===== src/rtl/bpa_pkg.sv =====
package bpa_pkg;

    // Idle-bus policy encodings; the values are decoded by the park selector.
    typedef enum logic [1:0] {
        PARK_NONE = 2'b00,
        PARK_RSVD = 2'b01,
        PARK_LAST = 2'b10,
        PARK_PROG = 2'b11
    } park_mode_e;

endpackage


===== src/rtl/bpa_rr_pick.sv =====
module bpa_rr_pick #(
    parameter int N_MASTERS = 8,
    localparam int IDX_W = $clog2(N_MASTERS)
) (
    input  logic [N_MASTERS-1:0] req_i,
    input  logic [IDX_W-1:0]     last_i,
    output logic                 any_o,
    output logic [IDX_W-1:0]     win_o
);

    logic [31:0] idx;

    // Walk from farthest to nearest so the nearest requester after last_i wins.
    always_comb begin
        any_o = |req_i;
        win_o = '0;
        idx   = '0;
        for (int k = N_MASTERS; k >= 1; k--) begin
            idx = (32'(last_i) + 32'(k)) % 32'(N_MASTERS);
            if (req_i[idx[IDX_W-1:0]]) begin
                win_o = idx[IDX_W-1:0];
            end
        end
    end

endmodule


===== src/rtl/bpa_park_sel.sv =====
module bpa_park_sel
    import bpa_pkg::*;
#(
    parameter int N_MASTERS = 8,
    localparam int IDX_W = $clog2(N_MASTERS)
) (
    input  park_mode_e       mode_i,
    input  logic [IDX_W-1:0] sel_i,
    input  logic [IDX_W-1:0] last_i,
    input  logic             hist_i,
    output logic             park_en_o,
    output logic [IDX_W-1:0] park_idx_o
);

    always_comb begin
        park_en_o  = 1'b0;
        park_idx_o = '0;
        unique case (mode_i)
            PARK_LAST: begin
                park_en_o  = hist_i;
                park_idx_o = last_i;
            end
            PARK_PROG: begin
                park_en_o  = (32'(sel_i) < 32'(N_MASTERS));
                park_idx_o = sel_i;
            end
            default: begin
                park_en_o  = 1'b0;
                park_idx_o = '0;
            end
        endcase
    end

endmodule


===== src/rtl/bpa_gnt_decode.sv =====
module bpa_gnt_decode #(
    parameter int N_MASTERS = 8,
    localparam int IDX_W = $clog2(N_MASTERS)
) (
    input  logic                 valid_i,
    input  logic [IDX_W-1:0]     idx_i,
    output logic [N_MASTERS-1:0] gnt_o
);

    for (genvar g = 0; g < N_MASTERS; g++) begin : g_bit
        assign gnt_o[g] = valid_i && (idx_i == IDX_W'(g));
    end

endmodule


===== src/rtl/bus_park_arbiter.sv =====
module bus_park_arbiter
    import bpa_pkg::*;
#(
    parameter int N_MASTERS = 8,
    localparam int IDX_W = $clog2(N_MASTERS)
) (
    input  logic                 clk_i,
    input  logic                 rst_ni,
    input  logic [N_MASTERS-1:0] req_i,
    input  logic                 tenure_done_i,
    input  logic                 data_done_i,
    input  logic                 cfg_we_i,
    input  logic                 pipe_dis_i,
    input  logic [1:0]           park_mode_i,
    input  logic [IDX_W-1:0]     park_sel_i,
    output logic [N_MASTERS-1:0] gnt_o
);

    localparam logic [N_MASTERS-1:0] ONE_HOT0 = N_MASTERS'(1);

    typedef struct packed {
        logic             own;    // a real tenure is in progress
        logic             park;   // bus parked, no tenure yet
        logic             pend;   // a data phase is outstanding
        logic             hist;   // some master was granted since reset
        logic [IDX_W-1:0] owner;
        logic [IDX_W-1:0] last;
    } arb_state_t;

    typedef struct packed {
        logic             pipe_dis;
        park_mode_e       mode;
        logic [IDX_W-1:0] sel;
    } arb_cfg_t;

    arb_state_t st_d, st_q;
    arb_cfg_t   cfg_d, cfg_q;

    logic             rr_any;
    logic [IDX_W-1:0] rr_win;
    logic             park_en;
    logic [IDX_W-1:0] park_idx;
    logic             bus_free;
    logic             park_hit;

    bpa_rr_pick #(.N_MASTERS(N_MASTERS)) u_rr (
        .req_i  (req_i),
        .last_i (st_q.last),
        .any_o  (rr_any),
        .win_o  (rr_win)
    );

    bpa_park_sel #(.N_MASTERS(N_MASTERS)) u_park (
        .mode_i     (cfg_q.mode),
        .sel_i      (cfg_q.sel),
        .last_i     (st_q.last),
        .hist_i     (st_q.hist),
        .park_en_o  (park_en),
        .park_idx_o (park_idx)
    );

    bpa_gnt_decode #(.N_MASTERS(N_MASTERS)) u_dec (
        .valid_i (st_q.own || st_q.park),
        .idx_i   (st_q.owner),
        .gnt_o   (gnt_o)
    );

    always_comb begin
        st_d  = st_q;
        cfg_d = cfg_q;

        if (cfg_we_i) begin
            cfg_d.pipe_dis = pipe_dis_i;
            cfg_d.mode     = park_mode_e'(park_mode_i);
            cfg_d.sel      = park_sel_i;
        end

        bus_free  = !st_q.own && (!cfg_q.pipe_dis || !st_q.pend || data_done_i);
        park_hit  = st_q.park && req_i[st_q.owner];
        st_d.pend = st_q.pend && !data_done_i;

        if (st_q.own) begin
            if (tenure_done_i) begin
                st_d.own  = 1'b0;
                st_d.pend = 1'b1;
            end
        end else if (bus_free) begin
            st_d.park = 1'b0;
            if (park_hit) begin
                // Parked owner takes the bus in place, no arbitration cycle.
                st_d.own  = !tenure_done_i;
                st_d.last = st_q.owner;
                st_d.hist = 1'b1;
                if (tenure_done_i) begin
                    st_d.pend = 1'b1;
                end
            end else if (rr_any) begin
                st_d.own   = 1'b1;
                st_d.owner = rr_win;
                st_d.last  = rr_win;
                st_d.hist  = 1'b1;
            end else if (park_en) begin
                st_d.park  = 1'b1;
                st_d.owner = park_idx;
            end
        end else begin
            st_d.park = 1'b0;
        end
    end

    always_ff @(posedge clk_i or negedge rst_ni) begin
        if (!rst_ni) begin
            st_q.own      <= 1'b0;
            st_q.park     <= 1'b0;
            st_q.pend     <= 1'b0;
            st_q.hist     <= 1'b0;
            st_q.owner    <= '0;
            st_q.last     <= IDX_W'(N_MASTERS - 1);
            cfg_q.pipe_dis <= 1'b1;
            cfg_q.mode     <= PARK_NONE;
            cfg_q.sel      <= '0;
        end else begin
            st_q  <= st_d;
            cfg_q <= cfg_d;
        end
    end

    // at most one master holds a grant.
    assert_onehot_R2: assert property (@(posedge clk_i) disable iff (!rst_ni)
        $onehot0(gnt_o));

    // a tenure grant is held unchanged until tenure end.
    assert_grant_hold_R4: assert property (@(posedge clk_i) disable iff (!rst_ni)
        (st_q.own && !tenure_done_i) |=> ($stable(gnt_o) && (|gnt_o)));

    // no grant while a data phase is pending with pipelining off.
    assert_pipe_block_R9: assert property (@(posedge clk_i) disable iff (!rst_ni)
        (cfg_q.pipe_dis && st_q.pend && !st_q.own && !data_done_i) |=> (gnt_o == '0));

    // no-park modes leave an idle bus ungranted.
    assert_no_park_R5: assert property (@(posedge clk_i) disable iff (!rst_ni)
        ((cfg_q.mode == PARK_NONE || cfg_q.mode == PARK_RSVD) && req_i == '0 && !st_q.own)
        |=> (gnt_o == '0));

    // programmed parking grants the selected master on a free idle bus.
    assert_prog_park_R7: assert property (@(posedge clk_i) disable iff (!rst_ni)
        (cfg_q.mode == PARK_PROG && req_i == '0 && !st_q.own &&
         (!cfg_q.pipe_dis || !st_q.pend || data_done_i) &&
         (32'(cfg_q.sel) < 32'(N_MASTERS)))
        |=> (gnt_o == (ONE_HOT0 << $past(cfg_q.sel))));

endmodule


===== config.mk =====
export PLATFORM = sky130hd
export DESIGN_NAME = bus_park_arbiter
export DESIGN_NICKNAME = d
export VERILOG_FILES = /design/src/rtl/bpa_pkg.sv /design/src/rtl/bpa_rr_pick.sv /design/src/rtl/bpa_park_sel.sv /design/src/rtl/bpa_gnt_decode.sv /design/src/rtl/bus_park_arbiter.sv
export SDC_FILE = /design/constraint.sdc
export NUM_CORES = 1
export LEC_CHECK = 0
export BUFFER_PORTS_ARGS = -buffer_cell sky130_fd_sc_hd__buf_4
export CAP_MARGIN = 20
export CORE_ASPECT_RATIO = 1.25
export CORE_MARGIN = 10
export CORE_UTILIZATION = 40
export CTS_CLUSTER_SIZE = 24
export DETAILED_ROUTE_END_ITERATION = 6
export GPL_TIMING_DRIVEN = 1
export PLACE_DENSITY = 0.74
export SYNTH_ARGS = -nofsm -noshare
export SYNTH_HDL_FRONTEND = slang
export SYNTH_HIERARCHICAL = 1
export SYNTH_SLANG_ARGS = --single-unit

===== constraint.sdc =====
create_clock -name clk_i -period 3.3 [get_ports clk_i]
set_clock_uncertainty 0.15 [all_clocks]
set_input_delay 0 -clock clk_i [delete_from_list [all_inputs] [get_ports clk_i]]
set_output_delay 0 -clock clk_i [all_outputs]
set_load 0.02 [all_outputs]

==> impl_metrics.toml <==
[synth]
yosys.area.top_type_share_pct = 16.9
syn_avg_cell_area_um2 = 9.64
syn-cell-area_mm2 = 0.00177
synth.area.top_cells = "dfrtp_1 (17%), mux2_2 (7.0%), mux4_2 (6.3%)"
synthFlopType = "dfrtp_1"
ys.warnings.count = 6
syn_inst = 184
yosysSeqAreaShare_pct = 22.8
synth_cell_types = 50
ys_ff_latch = 16
synth_top_area_cell = "dfrtp_1"
syn-num-nets = 205
synthArstFlopShare_pct = 100
synth-edff-count = 0

[sta]
max_freq_ghz = 0.325
tightest_slew_ns = 0.537
finalSetupViolCount = 0
whs_ns = 0.111
hold_violations = 0
layout_min_cycle_time_ns = 3.08
drv_slew = 0
tns_ns = 0
fin_crit_sh_pct = 93.4
slew_headroom_pct = 64.1
rsz0062_at_grt = "false"

[critical_path]
crit_chain = "inv_1 -> ha_4 -> mux4_2 -> mux2_2 -> nand2b_1 -> nor2_1 -> a221o_1 -> a21oi_2 -> a311oi_1 -> a21oi_1 -> o22a_1"
slowest_delay_ns = 0.56
criticalPathCategory = "flop to flop"
ff2ff_path_depth = 11
cp-startpoint = "st_q[1]"
r2r-start = "st_q[1]"
critPathMaxFanout = 7
crit_slowest_cell = "mux4_2"
critical_path_required_ns = 3.33
r2r_end = "st_q[0]"
worst_setup_path_start_kind = "flop"
end_kind = "flop"
crit_path_end = "st_q[0]"
worstPathArrival_ns = 3.11
r2r_slack_ns = 0.22

[power_and_ir_drop]
p_switching_mw = 1.09
p_leak_nw = 0.929
finalPower_mw = 2.29
clkPwrFrac_pct = 6.5
power_frac_comb_pct = 76.8
switching_share_pct = 47.5
p_int_mw = 1.20
seq_power_share_pct = 16.7
peakVddDrop_uv = 595
powerDensity_mw_per_mm2 = 1030

[die]
fp-row-count = 27
die_w_um = 79.6
ios = 27
floorplan.initialDensity_pct = 40.7
dieArea_mm2 = 0.00752
fp.dieH_um = 94.5
coreArea_mm2 = 0.00436

[placement]
io_buffers = 26
dpl.hpwl_um = 3450
place_congestion = 0.992
dpl.cell_count = 260

[global_routing]
grt.total_usage_pct = 13.4
grt_pass1_vias = 1692
grt_pass1_wl_um = 8310
antenna_found_initial = 0
grt_start_max_net_pins = 20
grt_overflow = 0

[clock_network]
clk_pin_slew_ns = 0.06
clock-sinks = 16
numCtsBuffers = 3
clock_path_buffers = 2
cts.root.buffer_cell = "clkbuf_8"
clk_latency_ns = 0.25
cts_tree = "built"
cts_max_level = 1

[route]
dr.pass1.iters = 4
wl_per_cell_um = 17.2
vias = 1732
wirelength_um = 4850
ant_nets = 0
via_per_inst = 6.14
drt_drc_violations_left = 0
drtIter0Drc = 212

[finish]
finalNonFillerCells = 282
final_nets = 246
drive_gt1_share_pct = 29.5
n_antenna_cell = 0
final.fill_count = 386
area_growth_pct = 25.5
multi_input_comb_area_mm2 = 0.00128
final_core_util_pct = 51.1
mostFrequentLayoutCell = "buf_4"
mostFrequentLayoutCells = "buf_4 (30), dlygate4sd3_1 (16), dfrtp_1 (12)"
regArea_um2 = 405

[outcome]
status = "complete, no violations"

[run]
drv_cap = 0

[hold_path]
hold_class = "primary input to asynchronous set/reset pin"
-- power groups by stage --
| stage | clock [mW] | sequential (mW) | combinational [mW] |
|---|---|---|---|
| after floorplan | 0 | 0.341 | 1.39 |
| after global placement | 0 | 0.381 | 1.66 |
| final | 0.148 | 0.382 | 1.76 |
| after global routing | 0.161 | 0.401 | 1.94 |
| after detailed placement | 0 | 0.384 | 1.68 |
| after CTS | 0.156 | 0.380 | 1.71 |
-- through the flow --
stage / worst slack, ns / instance area, um2
after global routing: 0.0338 / 2230
after detailed placement: 0.131 / 2010
after global placement: 0.202 / 2010
after CTS: 0.111 / 2210
final: 0.218 / 2230
after floorplan: 0.000622 / 1790
-- metal layers --
layer	GRT usage (%)	vias up	part of all wire, %	routed length [um]
met5	0	-	0	0
li1	-	815	-	-
met2	24.1	47	54	2630
met4	4.34	0	1.2	59
met1	15.6	863	40	1940
met3	2.19	7	4.4	215
-- synthesized netlist by cell type, types with 4 or more instances --
library cell and count:
o21ai_0 5, mux4_1 4, nor2b_1 6, mux2i_1 11
dfrtp_1 12, a22oi_1 4, inv_1 9, dfstp_2 4
clkbuf_1 4, a21oi_1 9, nand2b_1 6, a221o_1 4
mux4_2 5, a221oi_1 6, mux2_2 11, nor2_1 11
nand2_1 10
-- flip-flops by register name (all words and copies together), names as in the netlist --
| register | flops |
|---|---|
| st_q | 10 |
| cfg_q | 6 |
-- how the worst min path moves through the flow --
stage | end | slack (ns)
floorplan | cfg_q[0] | -0.45
global placement | st_q[7] | -0.28
detailed placement | st_q[7] | -0.28
CTS | cfg_q[5] | 0.1
global route | cfg_q[5] | 0.13
finish | cfg_q[5] | 0.11
-- cell type report --
class / instances / area share [%]
repair buffers: 46 / 17.3
well taps: 58 / 3.26
flip-flops and latches: 16 / 18.2
multi-input cells: 149 / 57.7
inverters: 9 / 1.52
clock buffers: 4 / 2.02
-- logic make-up (layout without fill, tap and decap cells) --
logic type                 after synthesis  in the layout  synth area share (%)
and+or+nand+nor                         54             54                  18.3
muxes                                   33             33                  27.2
xor gates and xnor gates                 3              3                  1.48
adders and majority gates                2              2                  1.41
buffers and inverters                   19             59                  5.50
DFF                                     16             16                  22.8
AOI/OAI and AO/OA                       57             57                  23.3
-- repair_timing --
item | CTS | global route
endpoints found under the setup margin | 0 | 3
hold endpoints to repair | 24 | 0
gates resized for setup | 0 | 1
hold buffers | 16 | 0
setup buffers | 0 | 2
-- worst max-delay path, delay by kind of cell, from the launching register on --
kind / cells / cell delay (ns)
fa+ha+maj: 1 / 0.34
mux: 2 / 0.90
compound gates: 5 / 0.70
simple gates: 2 / 0.27
flops: 1 / 0.52
buf+inv: 1 / 0.11
Power figures use the tool's default switching activity.
